File: src/rtl/acc_alu_pkg.sv
package acc_alu_pkg;
  localparam int DW = 8;
  localparam int FW = 5;

  localparam int FL_C = 0;
  localparam int FL_Z = 1;
  localparam int FL_N = 2;
  localparam int FL_H = 3;
  localparam int FL_V = 4;

  typedef enum logic [4:0] {
    OP_ADD  = 5'd0,  OP_ADC  = 5'd1,  OP_SUB  = 5'd2,  OP_SBC  = 5'd3,
    OP_CMP  = 5'd4,  OP_AND  = 5'd5,  OP_OR   = 5'd6,  OP_XOR  = 5'd7,
    OP_BIT  = 5'd8,  OP_PASS = 5'd9,  OP_ASR  = 5'd10, OP_LSR  = 5'd11,
    OP_LSL  = 5'd12, OP_ROL  = 5'd13, OP_ROR  = 5'd14, OP_INC  = 5'd15,
    OP_DEC  = 5'd16, OP_COM  = 5'd17, OP_NEG  = 5'd18, OP_CLR  = 5'd19,
    OP_SWAP = 5'd20
  } alu_op_e;
endpackage

File: src/rtl/alu_addsub.sv
module alu_addsub #(
  parameter int W = 8
) (
  input  logic [W-1:0] a,
  input  logic [W-1:0] b,
  input  logic         cin,
  input  logic         sub,
  output logic [W-1:0] res,
  output logic         c,
  output logic         h,
  output logic         v
);
  localparam int HB = W / 2;
  logic [W:0] r;
  logic [W:0] x;

  always_comb begin
    if (sub) r = {1'b0, a} - {1'b0, b} - {{W{1'b0}}, cin};
    else     r = {1'b0, a} + {1'b0, b} + {{W{1'b0}}, cin};
    x   = {1'b0, a} ^ {1'b0, b} ^ r;
    res = r[W-1:0];
    c   = r[W];
    h   = x[HB];
    v   = x[W-1] ^ r[W];
  end
endmodule

File: src/rtl/alu_shift.sv
module alu_shift #(
  parameter int W = 8
) (
  input  logic [W-1:0]          a,
  input  logic                  cin,
  input  acc_alu_pkg::alu_op_e  op,
  output logic [W-1:0]          res,
  output logic                  cout
);
  import acc_alu_pkg::*;

  always_comb begin
    res  = a;
    cout = a[0];
    case (op)
      OP_ASR: begin res = {a[W-1], a[W-1:1]}; cout = a[0];   end
      OP_LSR: begin res = {1'b0,   a[W-1:1]}; cout = a[0];   end
      OP_LSL: begin res = {a[W-2:0], 1'b0};   cout = a[W-1]; end
      OP_ROL: begin res = {a[W-2:0], cin};    cout = a[W-1]; end
      OP_ROR: begin res = {cin, a[W-1:1]};    cout = a[0];   end
      default: begin res = a; cout = a[0]; end
    endcase
  end
endmodule

File: src/rtl/alu_unary.sv
module alu_unary #(
  parameter int W = 8
) (
  input  logic [W-1:0]          a,
  input  acc_alu_pkg::alu_op_e  op,
  output logic [W-1:0]          res,
  output logic                  v
);
  import acc_alu_pkg::*;
  localparam int HB = W / 2;
  localparam logic [W-1:0] MSB_ONLY = {1'b1, {(W-1){1'b0}}};
  localparam logic [W-1:0] MAX_POS  = {1'b0, {(W-1){1'b1}}};
  localparam logic [W-1:0] ONE      = {{(W-1){1'b0}}, 1'b1};

  always_comb begin
    res = a;
    v   = 1'b0;
    case (op)
      OP_INC:  begin res = a + ONE; v = (res == MSB_ONLY); end
      OP_DEC:  begin res = a - ONE; v = (res == MAX_POS);  end
      OP_COM:  res = ~a;
      OP_NEG:  begin res = ~a + ONE; v = (a == MSB_ONLY); end
      OP_CLR:  res = '0;
      OP_SWAP: res = {a[HB-1:0], a[W-1:HB]};
      default: res = a;
    endcase
  end
endmodule

File: src/rtl/acc_alu.sv
module acc_alu #(
  parameter int W  = acc_alu_pkg::DW,
  parameter int FW = acc_alu_pkg::FW
) (
  input  logic          clk,
  input  logic          rst,
  input  logic [4:0]    op_i,
  input  logic [W-1:0]  a_i,
  input  logic [W-1:0]  b_i,
  input  logic [FW-1:0] flags_i,
  output logic [W-1:0]  res_o,
  output logic          wr_o,
  output logic [FW-1:0] flags_o
);
  import acc_alu_pkg::*;

  alu_op_e       op;
  logic [W-1:0]  as_res, sh_res, un_res, val;
  logic          as_c, as_h, as_v, sh_c, un_v;
  logic          as_sub, as_cin, wr, nz_upd;
  logic [FW-1:0] f;

  assign op     = alu_op_e'(op_i);
  assign as_sub = (op == OP_SUB) || (op == OP_SBC) || (op == OP_CMP);
  assign as_cin = ((op == OP_ADC) || (op == OP_SBC)) && flags_i[FL_C];

  alu_addsub #(.W(W)) u_addsub (
    .a(a_i), .b(b_i), .cin(as_cin), .sub(as_sub),
    .res(as_res), .c(as_c), .h(as_h), .v(as_v)
  );

  alu_shift #(.W(W)) u_shift (
    .a(a_i), .cin(flags_i[FL_C]), .op(op), .res(sh_res), .cout(sh_c)
  );

  alu_unary #(.W(W)) u_unary (
    .a(a_i), .op(op), .res(un_res), .v(un_v)
  );

  always_comb begin
    val    = a_i;
    wr     = 1'b0;
    f      = flags_i;
    nz_upd = 1'b1;
    case (op)
      OP_ADD, OP_ADC: begin
        val = as_res; wr = 1'b1;
        f[FL_C] = as_c; f[FL_H] = as_h; f[FL_V] = as_v;
      end
      OP_SUB, OP_SBC: begin
        val = as_res; wr = 1'b1;
        f[FL_C] = as_c; f[FL_V] = as_v;
      end
      OP_CMP: begin
        val = as_res;
        f[FL_C] = as_c; f[FL_V] = as_v;
      end
      OP_AND:  begin val = a_i & b_i; wr = 1'b1; f[FL_V] = 1'b0; end
      OP_OR:   begin val = a_i | b_i; wr = 1'b1; f[FL_V] = 1'b0; end
      OP_XOR:  begin val = a_i ^ b_i; wr = 1'b1; f[FL_V] = 1'b0; end
      OP_BIT:  begin val = a_i & b_i;            f[FL_V] = 1'b0; end
      OP_PASS: begin val = b_i;       wr = 1'b1; f[FL_V] = 1'b0; end
      OP_ASR, OP_LSR, OP_LSL, OP_ROL, OP_ROR: begin
        val = sh_res; wr = 1'b1;
        f[FL_C] = sh_c;
        f[FL_V] = sh_c ^ sh_res[W-1];
      end
      OP_INC, OP_DEC: begin val = un_res; wr = 1'b1; f[FL_V] = un_v; end
      OP_COM: begin
        val = un_res; wr = 1'b1; f[FL_C] = 1'b1; f[FL_V] = 1'b0;
      end
      OP_NEG: begin
        val = un_res; wr = 1'b1; f[FL_V] = un_v; f[FL_C] = |a_i;
      end
      OP_CLR:  begin val = un_res; wr = 1'b1; f[FL_V] = 1'b0; end
      OP_SWAP: begin val = un_res; wr = 1'b1; nz_upd = 1'b0; end
      default: nz_upd = 1'b0;
    endcase
    if (nz_upd) begin
      f[FL_N] = val[W-1];
      f[FL_Z] = (val == '0);
    end
  end

  always_ff @(posedge clk) begin
    if (rst) begin
      res_o   <= '0;
      wr_o    <= 1'b0;
      flags_o <= '0;
    end else begin
      res_o   <= wr ? val : a_i;
      wr_o    <= wr;
      flags_o <= f;
    end
  end

  // Marks that the previous edge loaded real data rather than reset values.
  logic live_q;
  always_ff @(posedge clk) begin
    if (rst) live_q <= 1'b0;
    else     live_q <= 1'b1;
  end

  assert_reset_clear_R1: assert property (@(posedge clk)
    $past(rst) |-> (res_o == '0 && !wr_o && flags_o == '0));

  assert_cmp_bit_nowrite_R4: assert property (@(posedge clk) disable iff (rst)
    (live_q && ($past(op_i) == OP_CMP || $past(op_i) == OP_BIT))
      |-> (!wr_o && res_o == $past(a_i)));

  assert_shift_v_rule_R6: assert property (@(posedge clk) disable iff (rst)
    (live_q && $past(op_i) >= OP_ASR && $past(op_i) <= OP_ROR)
      |-> (flags_o[FL_V] == (flags_o[FL_N] ^ flags_o[FL_C])));

  assert_incdec_keep_c_R8: assert property (@(posedge clk) disable iff (rst)
    (live_q && ($past(op_i) == OP_INC || $past(op_i) == OP_DEC))
      |-> (flags_o[FL_C] == $past(flags_i[FL_C])));

  assert_com_flags_R9: assert property (@(posedge clk) disable iff (rst)
    (live_q && $past(op_i) == OP_COM) |-> (flags_o[FL_C] && !flags_o[FL_V]));

  assert_clr_state_R10: assert property (@(posedge clk) disable iff (rst)
    (live_q && $past(op_i) == OP_CLR)
      |-> (res_o == '0 && flags_o[FL_Z] && !flags_o[FL_N] && !flags_o[FL_V]));

  assert_swap_flags_R11: assert property (@(posedge clk) disable iff (rst)
    (live_q && $past(op_i) == OP_SWAP) |-> (flags_o == $past(flags_i)));

  assert_unused_hold_R12: assert property (@(posedge clk) disable iff (rst)
    (live_q && $past(op_i) > OP_SWAP)
      |-> (!wr_o && res_o == $past(a_i) && flags_o == $past(flags_i)));
endmodule

File: config.mk
export PLATFORM = sky130hd
export DESIGN_NAME = acc_alu
export DESIGN_NICKNAME = d
export VERILOG_FILES = /design/src/rtl/acc_alu_pkg.sv /design/src/rtl/alu_addsub.sv /design/src/rtl/alu_shift.sv /design/src/rtl/alu_unary.sv /design/src/rtl/acc_alu.sv
export SDC_FILE = /design/constraint.sdc
export NUM_CORES = 1
export LEC_CHECK = 0
export BUFFER_PORTS_ARGS = -buffer_cell sky130_fd_sc_hd__buf_2
export CORE_ASPECT_RATIO = 1.1
export CORE_MARGIN = 2
export CORE_UTILIZATION = 45
export CTS_CLUSTER_DIAMETER = 150
export DETAILED_ROUTE_END_ITERATION = 8
export PLACE_DENSITY = 0.77
export RECOVER_POWER = 100
export SLEW_MARGIN = 30
export SYNTH_ARGS = -nofsm -noshare
export SYNTH_HDL_FRONTEND = slang
export SYNTH_SLANG_ARGS = --single-unit
export TNS_END_PERCENT = 50
File: constraint.sdc
create_clock -name clk -period 8.9 [get_ports clk]
set_clock_uncertainty 0.1 [all_clocks]
set_input_delay 1.78 -clock clk [delete_from_list [all_inputs] [get_ports clk]]
set_output_delay 1.78 -clock clk [all_outputs]
set_load 0.02 [all_outputs]
==> results.env, run 1 <==
TIMING.CRITICAL_PATH.FROM='op_i[1]'
CRIT_CELLS=9
CTS-HOLD-FIX-BUFFERS=0
CP_CELL_SEQUENCE='clkbuf_1 -> nor3b_1 -> o21ai_0 -> o221ai_1 -> nor4_1 -> a21oi_1 -> a221oi_1 -> nand4_1 -> o31ai_2'
POST-SYNTH-TOP-COUNT-CELL='sky130_fd_sc_hd__nor2_1'
FIN_CRIT_SH=0.673
NETLIST_INSTANCES=434
VIAS=3590
IO-PIN-COUNT=42
POST_SYNTHESIS_SHARE_OF_CELL_AREA_SPENT_ON_XOR_AND_XNOR_GATES=0.0557
GRT_FIRST_PASS_WIRELENGTH_UM=17300
SYNTHESIS.YOSYS.WARNINGS=0
YOSYS.AREA_SHARE.SIMPLE=0.283
SETUP.WORST_PATH.END='flags_o[1]'
CP.REQUIRED_NS=8.96
WORST_PATH_LARGEST_CELL_DELAY_NS=1.60
VIA_COUNT_OF_THE_FIRST_GLOBAL_ROUTING_PASS=3316
MUX_SHARE_OF_POST_SYNTHESIS_CELL_AREA=0.0239
ACHIEVABLE-FREQUENCY_MHz=167
POWER.STATIC_LEAKAGE_nW=1.38
SYNTH_LARGEST_TYPE_AREA_FRACTION=0.131
CORE_AREA_MM2=0.00667
FINAL_STAGE_NET_COUNT=518
SYNTH-SEQ-AREA-SHARE=0.0891
P_TOTAL_mW=0.317
UNREPAIRED_SETUP_ENDPOINTS_AFTER_GLOBAL_ROUTING='no'
SYNTH_EDF_COUNT=0
TIMING.SETUP.CRITICAL_PATH_CLASS='input port to flop'
FP.DIEW_UM=83.7
CP-END-KIND='flop'
CTS_SETUP_BUFFERS=0
PLACEMENT.IO_BUFFERS=41
ROUTABILITY_CONGESTION_ESTIMATE_FROM_GLOBAL_PLACEMENT=1.03
DETAIL_ROUTE.WL_PER_CELL_UM=20.7
ANT_NETS=0
YOSYS.AREA_SHARE.ADDER=0.157
DIE_H_UM=91.7
NUMCTSBUFFERS=3
SYNTH_ASYNC_SR_FLOP_SHARE=0
ROUTED_WIRELENGTH_UM=11100
SYN-CELL-AREA_MM2=0.00315
WORST_PIN_SLEW_NS=2.04
GRT_START_MAX_NET_PINS=34
TRITONCTS='done'
CP-START-KIND='input port'
TIMING.CRITICAL_PATH.SLOWEST_STAGE_CELL='sky130_fd_sc_hd__o21ai_0'
INITIAL_CORE_UTIL=0.472
CRIT_FAMILY='compound AO/OA/AOI/OAI gates'
CP.ARRIVAL_NS=6.05
POST_ROUTE_CELLS_DRIVE_ABOVE_1_SHARE=0.117
YOSYS.AREA.TOP_TYPE='sky130_fd_sc_hd__ha_1'
DRT_PASS1_ITERATIONS=5
H-TREE-DEPTH=1
MAIN_FLOP_TYPE_AFTER_SYNTHESIS='sky130_fd_sc_hd__dfxtp_1'
FP.DIEAREA_MM2=0.00768
SYN_AREA_PER_CELL_UM2=7.25
CTS.REPAIR.RESIZED=0
MIN-DELAY-PATH-CLASS='input port to flop'
POWER.DENSITY_CELL_AREA_mW_PER_MM2=95.1
AREA_DELTA_SYNTH_FINAL_PCT=6.00
RELSLEWSLACK=-0.377
COMPOUND_GATE_PORTION_OF_THE_SYNTHESIZED_AREA=0.310
ROUTE.LAYER.MET1.WL_UM=4290
RUN_STATUS='finished with violations'
GRT_USAGE=0.279
CRIT_FANOUT=33
HOLD_VIOL=0
DRT_ITER0_MARKERS=587
ROUTE.MET2.WL_UM=4970
CLK_PATH_BUF_DEPTH=2
NETLIST_TOP_CELLS_COUNT='sky130_fd_sc_hd__nor2_1, sky130_fd_sc_hd__ha_1, sky130_fd_sc_hd__nand2_1'
CORE.ROWCOUNT=31
MAX_CAP_VIOL_COUNT=1
NETLIST-CELL-TYPE-COUNT=77
DRCVIOLATIONCOUNT=0
TNS_NS=0
SYNTH.FF_LATCH_COUNT=14
GRT_OVERFLOW_TOTAL=0
VDD.IR_DROP.WORST_uV=79.3
FINAL_MAX_SLEW_VIOLS=16
CLKSLEWWORSTSETUPHOLDPATHS_NS=0.06
LARGEST_FAMILY_OF_LOGIC_CELLS_BY_SYNTHESIZED_AREA='compound AO/OA/AOI/OAI gates'
SYN-NUM-NETS=499
CTS-ROOT-BUF='sky130_fd_sc_hd__clkbuf_8'
ROUTED.TOP_LAYER='met4'
YS_TOP_CELLS_BY_AREA='sky130_fd_sc_hd__ha_1, sky130_fd_sc_hd__dfxtp_1, sky130_fd_sc_hd__nor2_1, sky130_fd_sc_hd__a21oi_1, sky130_fd_sc_hd__xnor2_1'
VIOLATIONS_IN_THE_FINAL_REPORTS='max-capacitance violations, max-slew violations'
COUNT_OF_BUFFERING_CELLS_ON_THE_CRITICAL_PATH_WITH_INVERTERS_INCLUDED=1
TIMING.HOLD.WS_NS=1.68
ROUTED-WL-MET3_UM=1280
ANTENNA_FOUND_INITIAL=0
VIAS_PER_CELL=6.72
PLACE.DETAILED.HPWL_UM=8400
CLOCK_SINK_COUNT=14
SHORTEST_CLOCK_PERIOD_THE_WORST_PATH_ALLOWS_AFTER_LAYOUT_NS=5.99
REPORT.FINAL.SETUP_VIOL=0
ANTENNA_CELLS=0
-- cell type report --
| class | count | area [um2] |
|---|---|---|
| Inverter | 31 | 116 |
| Tap cell | 82 | 103 |
| Multi-Input combinational cell | 361 | 2590 |
| Sequential cell | 14 | 280 |
| Fill cell | 723 | 3340 |
| Clock buffer | 4 | 55.1 |
| Timing Repair Buffer | 42 | 194 |
-- per-layer routing --
| metal | track usage | vias up |
|---|---|---|
| li1 | - | 1647 |
| met1 | 0.364 | 1620 |
| met2 | 0.450 | 275 |
| met3 | 0.0477 | 48 |
| met4 | 0.122 | 0 |
| met5 | 0 | - |
-- cells by family (layout without fill, tap and decap cells) --
family          after synthesis  count (layout)
compound gates              136             136
mux                           7               7
simple gates                161             161
xor+xnor                     20              20
flops                        14              14
buf+inv                      59              77
fa+ha+maj                    37              37
-- power by group --
group	total [mW]	internal, mW	switching (mW)
Sequential	0.0700	0.0686	0.00139
Clock	0.0604	0.0391	0.0212
Combinational	0.187	0.0675	0.119
-- worst min-delay path, stage by stage --
cell and delay [ns]:
sky130_fd_sc_hd__buf_2 0.08, sky130_fd_sc_hd__a21oi_1 0.05, sky130_fd_sc_hd__nor2_1 0.08
-- layout by cell type (no fill, tap or decap), types with 7 or more instances in the layout --
| cell type | count |
|---|---|
| sky130_fd_sc_hd__nand2_1 | 32 |
| sky130_fd_sc_hd__a22oi_1 | 10 |
| sky130_fd_sc_hd__nor3_1 | 11 |
| sky130_fd_sc_hd__a211oi_1 | 9 |
| sky130_fd_sc_hd__dfxtp_1 | 14 |
| sky130_fd_sc_hd__nand2b_1 | 8 |
| sky130_fd_sc_hd__nor2b_1 | 7 |
| sky130_fd_sc_hd__a21oi_1 | 30 |
| sky130_fd_sc_hd__nand3_1 | 8 |
| sky130_fd_sc_hd__xnor2_1 | 15 |
| sky130_fd_sc_hd__inv_1 | 31 |
| sky130_fd_sc_hd__nor2_1 | 43 |
| sky130_fd_sc_hd__clkbuf_1 | 15 |
| sky130_fd_sc_hd__ha_1 | 33 |
| sky130_fd_sc_hd__o21ai_0 | 19 |
| sky130_fd_sc_hd__nor4_1 | 8 |
| sky130_fd_sc_hd__buf_2 | 26 |
-- worst min path at each step --
stage                          start  cells past startpoint  slack, ns          to
after floorplan                  rst                      1       1.75    res_o[4]
after global placement    flags_i[3]                      3       1.93  flags_o[3]
after detailed placement  flags_i[3]                      3       1.93  flags_o[3]
after CTS                 flags_i[3]                      3       1.68  flags_o[3]
after global routing      flags_i[3]                      3       1.70  flags_o[3]
final                     flags_i[3]                      3       1.68  flags_o[3]
-- state kept, by name, summed over array words and instances, names as in the netlist --
signal   flops
flags_o      5
res_o        8
wr_o         1
-- metrics by stage --
stage / std cells / instance area, um2 / setup slack (ns) / utilization
final: 534 / 3340 / 2.91 / 0.500
after global routing: 534 / 3340 / 2.48 / 0.500
after CTS: 534 / 3380 / 3.94 / 0.506
after detailed placement: 530 / 3320 / 3.69 / 0.498
after global placement: 530 / 3320 / 3.80 / 0.498
after floorplan: 434 / 3150 / 3.89 / -
Power figures use the tool's default switching activity.
==> run 2, diff against run 1 <==
Clock period 8.9 ns to 5.85 ns, I/O delays scaled along.
==> results.env, run 2 (synthesis results as in run 1) <==
DRCVIOLATIONCOUNT=0  # unchanged
CLOCK_SINK_COUNT=14  # unchanged
PLACE.DETAILED.HPWL_UM=8170  # -2.7%
FINAL_CELL_MIX='sky130_fd_sc_hd__nor2_1, sky130_fd_sc_hd__ha_1, sky130_fd_sc_hd__nand2_1'
P_TOTAL_mW=0.482  # +52%
CP.REQUIRED_NS=5.90  # -3.06 ns
TIMING.HOLD.WS_NS=1.07  # -0.608 ns
CP-END-KIND='flop'
DP_WORST_SETUP_SLACK_NS=1.20  # -2.49 ns
CTS-HOLD-FIX-BUFFERS=0  # unchanged
ANT_NETS=0  # unchanged
INITIAL_CORE_UTIL=0.472  # unchanged
NUMCTSBUFFERS=3  # unchanged
TNS_NS=0  # unchanged
DIE_H_UM=91.7  # unchanged
N_FILL_CELL=691  # -4.4%
VIAS_PER_CELL=6.82  # +1.4%
SEQCELLAREA_UM2=280  # unchanged
FP.DIEAREA_MM2=0.00768  # unchanged
POST_ROUTE_CELLS_DRIVE_ABOVE_1_SHARE=0.120  # +0.00248
RELSLEWSLACK=0.179  # +0.556
FINAL_MAX_SLEW_VIOLS=0  # -16
CP.ARRIVAL_NS=4.73  # -1.32 ns
CLKSLEWWORSTSETUPHOLDPATHS_NS=0.06  # about the same
VDD.IR_DROP.WORST_uV=144  # +81%
CELL_DEPTH_OF_THE_WORST_MIN_DELAY_PATH=3  # unchanged
CLK_PATH_BUF_DEPTH=2  # unchanged
CTS-ROOT-BUF='sky130_fd_sc_hd__clkbuf_8'
POSTLAYOUTSETUPSLACKWORST_NS=1.17  # -1.74 ns
SHORTEST_CLOCK_PERIOD_THE_WORST_PATH_ALLOWS_AFTER_LAYOUT_NS=4.68
AREA_DELTA_SYNTH_FINAL_PCT=6.08  # about the same
WORSTHOLDENDPOINT='flags_o[3]'
ANTENNA_CELLS=0  # unchanged
LAYOUT_COMMONEST_CELL='sky130_fd_sc_hd__nor2_1'
CTS_SETUP_BUFFERS=0  # unchanged
GRT_FIRST_PASS_WIRELENGTH_UM=16700  # -3.5%
UNREPAIRED_SETUP_ENDPOINTS_AFTER_GLOBAL_ROUTING='no'
CTS.REPAIR.RESIZED=0  # unchanged
CP_COMMON_CELL='sky130_fd_sc_hd__inv_1'
VIA_COUNT_OF_THE_FIRST_GLOBAL_ROUTING_PASS=3232  # -2.5%
CORE_AREA_MM2=0.00667  # unchanged
POWER.DENSITY_CELL_AREA_mW_PER_MM2=144  # +52%
TIMING.CRITICAL_PATH.FROM='op_i[2]'
CP_CELL_SEQUENCE='buf_2 -> nor3_1 -> nand3_1 -> inv_1 -> fa_1 -> inv_1 -> ha_1 -> o21ai_0 -> a211o_1 -> o221ai_1 -> nor4_1 -> a21oi_1 -> a221oi_1 -> nand4_1 -> o31ai_1'
LARGEST_REG_FLOPS=8  # unchanged
RUN_STATUS='finished, final reports clean'
PLACE_AREA_MM2=0.00332  # about the same
H-TREE-DEPTH=1  # unchanged
CP-START-KIND='input port'
GRT_START_MAX_NET_PINS=34  # unchanged
FP.DIEW_UM=83.7  # unchanged
MIN-DELAY-PATH-CLASS='input port to flop'
ROUTED_WIRELENGTH_UM=10800  # -2.1%
ROUTABILITY_CONGESTION_ESTIMATE_FROM_GLOBAL_PLACEMENT=0.987  # -4.6%
ACHIEVABLE-FREQUENCY_MHz=214
CORE.ROWCOUNT=31  # unchanged
DRT_ITER0_MARKERS=661  # +13%
MAX_CAP_VIOL_COUNT=0  # -1
WORST_HOLD_STARTPOINT='flags_i[3]'
CRIT_FANOUT=32  # -3.0%
HOLD_VIOL=0  # unchanged
WORST_PIN_SLEW_NS=1.23  # -0.812 ns
TIMING.SETUP.CRITICAL_PATH_CLASS='input port to flop'
LARGEST_REGISTERS='res_o: 8 flops, flags_o: 5 flops, wr_o: 1 flops'
PLACEMENT.IO_BUFFERS=41  # unchanged
MULTIINPUTGATEAREA_MM2=0.00260  # +0.39%
DRT_PASS1_ITERATIONS=8  # +3
WORST_PATH_LARGEST_CELL_DELAY_NS=0.61  # -0.99 ns
IO-PIN-COUNT=42  # unchanged
FIN_CRIT_SH=0.800
FINAL_STAGE_NET_COUNT=517  # -0.19%
VIAS=3634  # +1.2%
TRITONCTS='done'
FINAL_AREA_MM2=0.00334  # about the same
TIMING.CRITICAL_PATH.SLOWEST_STAGE_CELL='sky130_fd_sc_hd__nor4_1'
DETAIL_ROUTE.WL_PER_CELL_UM=20.3  # -1.9%
REPORT.FINAL.SETUP_VIOL=0  # unchanged
REGISTERS.TOP_BY_FF_COUNT='res_o'
GRT_USAGE=0.269  # -0.00962
POWER.STATIC_LEAKAGE_nW=1.37  # -0.36%
GRT_OVERFLOW_TOTAL=0  # unchanged
ANTENNA_FOUND_INITIAL=0  # unchanged
==> run 2: cell types whose count changed in the layout (fill, tap and decap cells not counted) <==
cell,previous run,this run
sky130_fd_sc_hd__a2111oi_2,0,1
sky130_fd_sc_hd__o21ai_1,2,1
sky130_fd_sc_hd__buf_4,1,0
sky130_fd_sc_hd__nor3_1,11,10
sky130_fd_sc_hd__o31ai_2,1,0
sky130_fd_sc_hd__a2111oi_0,2,1
sky130_fd_sc_hd__o31ai_1,1,2
sky130_fd_sc_hd__nor3_2,1,2
sky130_fd_sc_hd__o21ai_2,1,2
==> run 2: how the worst max path moves through the flow <==
stage | end | slack, ns | depth (start not counted)
floorplan | flags_o[0] | 1.45 | 15
global placement | flags_o[1] | 1.32 | 15
detailed placement | flags_o[1] | 1.20 | 15
CTS | flags_o[1] | 1.44 | 15
global route | flags_o[1] | 0.82 | 15
finish | flags_o[1] | 1.17 | 15
==> run 2: routing by layer <==
layer  track usage  vias to the layer above  wire (um)
met2         0.448                      290       4840
met5             0                        -          0
met4         0.134                        0        669
met3        0.0360                       59       1240
li1              -                     1647          -
met1         0.341                     1638       4070
==> run 2: layout make-up <==
class                           count  area share
Tap cell                           82      0.0307
Inverter                           31      0.0349
Multi-Input combinational cell    361       0.778
Clock buffer                        4      0.0165
Sequential cell                    14      0.0840
Timing Repair Buffer               41      0.0558
==> run 2: per-stage QoR <==
| stage | std cells | util |
|---|---|---|
| finish | 533 | 0.500 |
| global route | 533 | 0.500 |
| CTS | 533 | 0.506 |
| detailed placement | 529 | 0.497 |
| global placement | 529 | 0.497 |
| floorplan | 434 | - |
==> run 2: power breakdown <==
group	switching [mW]	total [mW]	internal, mW	leakage (nW)
Sequential	0.00199	0.106	0.104	0.116
Clock	0.0318	0.0913	0.0595	0.0288
Combinational	0.181	0.284	0.103	1.23
==> run 2: critical path, delay by kind of cell <==
family	cells	cell delay (ns)
simple gates	4	1.00
buf+inv	3	0.55
compound gates	6	1.25
fa+ha+maj	2	0.73
==> run 3, diff against run 2 <==
Settings changed: ABC_AREA from default to 1, PLACE_DENSITY 0.77 to 0.79.
Clock period 5.85 ns to 4.27 ns, I/O delays scaled along.
==> results.env, run 3 <==
RUN_STATUS='finished, final reports clean'
ANT_NETS=0  # unchanged
CP.REQUIRED_NS=4.31  # -1.59 ns
TNS_NS=0  # unchanged
TRITONCTS='done'
MIN-DELAY-PATH-CLASS='input port to flop'
FP.DIEAREA_MM2=0.00803  # +4.6%
GRT_USAGE=0.278  # +0.00894
DIE_H_UM=93.8  # +2.3%
GRT_FIRST_PASS_WIRELENGTH_UM=18100  # +8.7%
REPORT.FINAL.SETUP_VIOL=0  # unchanged
MAX_CAP_VIOL_COUNT=0  # unchanged
TIMING.SETUP.CRITICAL_PATH_CLASS='input port to flop'
UNREPAIRED_SETUP_ENDPOINTS_AFTER_GLOBAL_ROUTING='no'
SYNTHESIS.YOSYS.WARNINGS=0  # unchanged
AREA_DELTA_SYNTH_FINAL_PCT=8.68
ACHIEVABLE-FREQUENCY_MHz=270
FINAL_MAX_SLEW_VIOLS=0  # unchanged
IO-PIN-COUNT=42  # unchanged
DETAIL_ROUTE.WL_PER_CELL_UM=15.2  # -25%
NUMCTSBUFFERS=3  # unchanged
DP_WORST_SETUP_SLACK_NS=0.401  # -0.797 ns
ANTENNA_FOUND_INITIAL=0  # unchanged
GR-MAX-USAGE-LAYER='met2'
VIAS_PER_CELL=5.68  # -17%
CP-END-KIND='flop'
TIMING.HOLD.WS_NS=0.693  # -0.378 ns
VDD.IR_DROP.WORST_uV=108  # -25%
NETLIST_INSTANCES=592  # +36%
PLACE.DETAILED.HPWL_UM=8590  # +5.2%
PLACE_INST=708  # +34%
GRT_OVERFLOW_TOTAL=0  # unchanged
GR-USAGE-MET3=0.0290  # -0.00701
NETLIST-CELL-TYPE-COUNT=43  # -44%
FIN_CRIT_SH=0.866
SYN-NUM-NETS=657  # +32%
WORST_PIN_SLEW_NS=0.598  # -0.633 ns
ROUTABILITY_CONGESTION_ESTIMATE_FROM_GLOBAL_PLACEMENT=1.02  # +2.9%
SYN_AREA_PER_CELL_UM2=5.57  # -23%
POWER.DENSITY_CELL_AREA_mW_PER_MM2=191  # +32%
CP-START-KIND='input port'
FP.DIEW_UM=85.6  # +2.3%
GLOBAL_ROUTE.USAGE.MET2=0.480  # +0.0325
GRT_START_MAX_NET_PINS=18  # -47%
POWER.STATIC_LEAKAGE_nW=1.96  # +43%
MAIN_FLOP_TYPE_AFTER_SYNTHESIS='sky130_fd_sc_hd__dfxtp_1'
SYNTH_EDF_COUNT=0  # unchanged
DRT_PASS1_ITERATIONS=6  # -2
POSTLAYOUTSETUPSLACKWORST_NS=0.572  # -0.598 ns
FINAL_UTIL=0.509  # +0.00850
POST-SYNTH-TOP-COUNT-CELL='sky130_fd_sc_hd__nand2_1'
DRT_ITER0_MARKERS=363  # -45%
H-TREE-DEPTH=1  # unchanged
CORE_AREA_MM2=0.00705  # +5.6%
INITIAL_CORE_UTIL=0.468  # -0.00346
SYNTH_LARGEST_TYPE_AREA_FRACTION=0.203  # +0.0713
REGISTERS.TOP_BY_FF_COUNT='res_o'
DRCVIOLATIONCOUNT=0  # unchanged
LARGEST_REG_FLOPS=8  # unchanged
YS_TOP_CELLS_BY_AREA='sky130_fd_sc_hd__nand2_1, sky130_fd_sc_hd__ha_1, sky130_fd_sc_hd__nand3_1, sky130_fd_sc_hd__inv_1, sky130_fd_sc_hd__dfxtp_1'
NETLIST_TOP_CELLS_COUNT='sky130_fd_sc_hd__nand2_1, sky130_fd_sc_hd__inv_1, sky130_fd_sc_hd__nand3_1'
STDCELL_COUNT=712  # +34%
FINAL_STAGE_NET_COUNT=693  # +34%
SHORTEST_CLOCK_PERIOD_THE_WORST_PATH_ALLOWS_AFTER_LAYOUT_NS=3.70
SYNTH.FF_LATCH_COUNT=14  # unchanged
CTS-ROOT-BUF='sky130_fd_sc_hd__clkbuf_8'
SYNTH-SEQ-AREA-SHARE=0.0849  # -0.00412
SYNTH_ASYNC_SR_FLOP_SHARE=0  # unchanged
POST_ROUTE_CELLS_DRIVE_ABOVE_1_SHARE=0.112  # -0.00809
PLACEMENT.IO_BUFFERS=41  # unchanged
FINAL_CELL_MIX='sky130_fd_sc_hd__nand2_1, sky130_fd_sc_hd__inv_1, sky130_fd_sc_hd__nand3_1'
HOLD_VIOL=0  # unchanged
CORE.ROWCOUNT=32  # +3.2%
CTS.REPAIR.RESIZED=0  # unchanged
GROUTE.LAYER.MET1.USAGE=0.338  # -0.00211
CLK_PATH_BUF_DEPTH=2  # unchanged
LARGEST_REGISTERS='res_o: 8 flops, flags_o: 5 flops, wr_o: 1 flops'
CP.ARRIVAL_NS=3.74  # -0.99 ns
SYN-CELL-AREA_MM2=0.00330  # +4.9%
CRIT_FANOUT=6  # -81%
ROUTED_WIRELENGTH_UM=10800  # -0.38%
CTS_SETUP_BUFFERS=0  # unchanged
ANTENNA_CELLS=0  # unchanged
CELL_DEPTH_OF_THE_WORST_MIN_DELAY_PATH=2  # -1
VIAS=4043  # +11%
CTS-HOLD-FIX-BUFFERS=0  # unchanged
YOSYS.AREA.TOP_TYPE='sky130_fd_sc_hd__nand2_1'
CLOCK_SINK_COUNT=14  # unchanged
CLKSLEWWORSTSETUPHOLDPATHS_NS=0.06  # about the same
RELSLEWSLACK=0.601  # +0.422
VIA_COUNT_OF_THE_FIRST_GLOBAL_ROUTING_PASS=3916  # +21%
LAYOUT_COMMONEST_CELL='sky130_fd_sc_hd__nand2_1'
-- run 3: power by group --
| group | internal, mW | leakage [nW] | switching [mW] |
|---|---|---|---|
| clock network | 0.0818 | 0.0288 | 0.0490 |
| logic | 0.127 | 1.81 | 0.276 |
| registers | 0.145 | 0.117 | 0.00377 |
-- run 3: cells by family (layout without fill, tap and decap cells) --
group	after synthesis	in the layout	share of synthesized area
AND/OR/NAND/NOR	367	367	0.507
AO/OA/AOI/OAI	64	64	0.110
flip-flops	14	14	0.0849
adder cells (fa/ha/maj)	37	37	0.149
XOR/XNOR	10	10	0.0265
buffers and inverters	100	135	0.122
-- run 3: final cells by class --
class                           instances  area, um2
Tap cell                               85        106
Clock buffer                            4       55.1
Sequential cell                        14        280
Multi-Input combinational cell        478       2610
Inverter                               88        330
Timing Repair Buffer                   43        201
Fill cell                             755       3460
-- run 3: through the flow --
stage	cell area (um2)	total power [mW]
5_1_grt	3590	0.741
3_3_place_gp	3550	0.542
6_report	3590	0.683
4_1_cts	3610	0.683
2_1_floorplan	3300	0.442
3_5_place_dp	3550	0.551
-- run 3: per-layer routing --
metal	vias up	routed length, um
li1	1967	-
met1	1812	4190
met2	209	5230
met3	55	792
met4	0	580
met5	-	0
-- run 3: worst paths after layout --
path,startpoint,to,slack [ns]
max,op_i[3],flags_o[0],0.57
min,rst,flags_o[1],0.69
-- run 3: critical path, cell delays in order --
cell and delay, ns:
sky130_fd_sc_hd__clkbuf_1 0.18, sky130_fd_sc_hd__inv_1 0.14, sky130_fd_sc_hd__nand2_1 0.06, sky130_fd_sc_hd__nor4_1 0.39
sky130_fd_sc_hd__inv_1 0.11, sky130_fd_sc_hd__fa_1 0.43, sky130_fd_sc_hd__fa_1 0.42, sky130_fd_sc_hd__nand3_1 0.15
sky130_fd_sc_hd__nand2_1 0.10, sky130_fd_sc_hd__nand2_1 0.09, sky130_fd_sc_hd__nand3_1 0.09, sky130_fd_sc_hd__xnor2_1 0.13
sky130_fd_sc_hd__a21oi_1 0.16, sky130_fd_sc_hd__inv_1 0.07, sky130_fd_sc_hd__nand2_1 0.07, sky130_fd_sc_hd__nand3_1 0.07
sky130_fd_sc_hd__o21ai_0 0.16, sky130_fd_sc_hd__inv_1 0.06
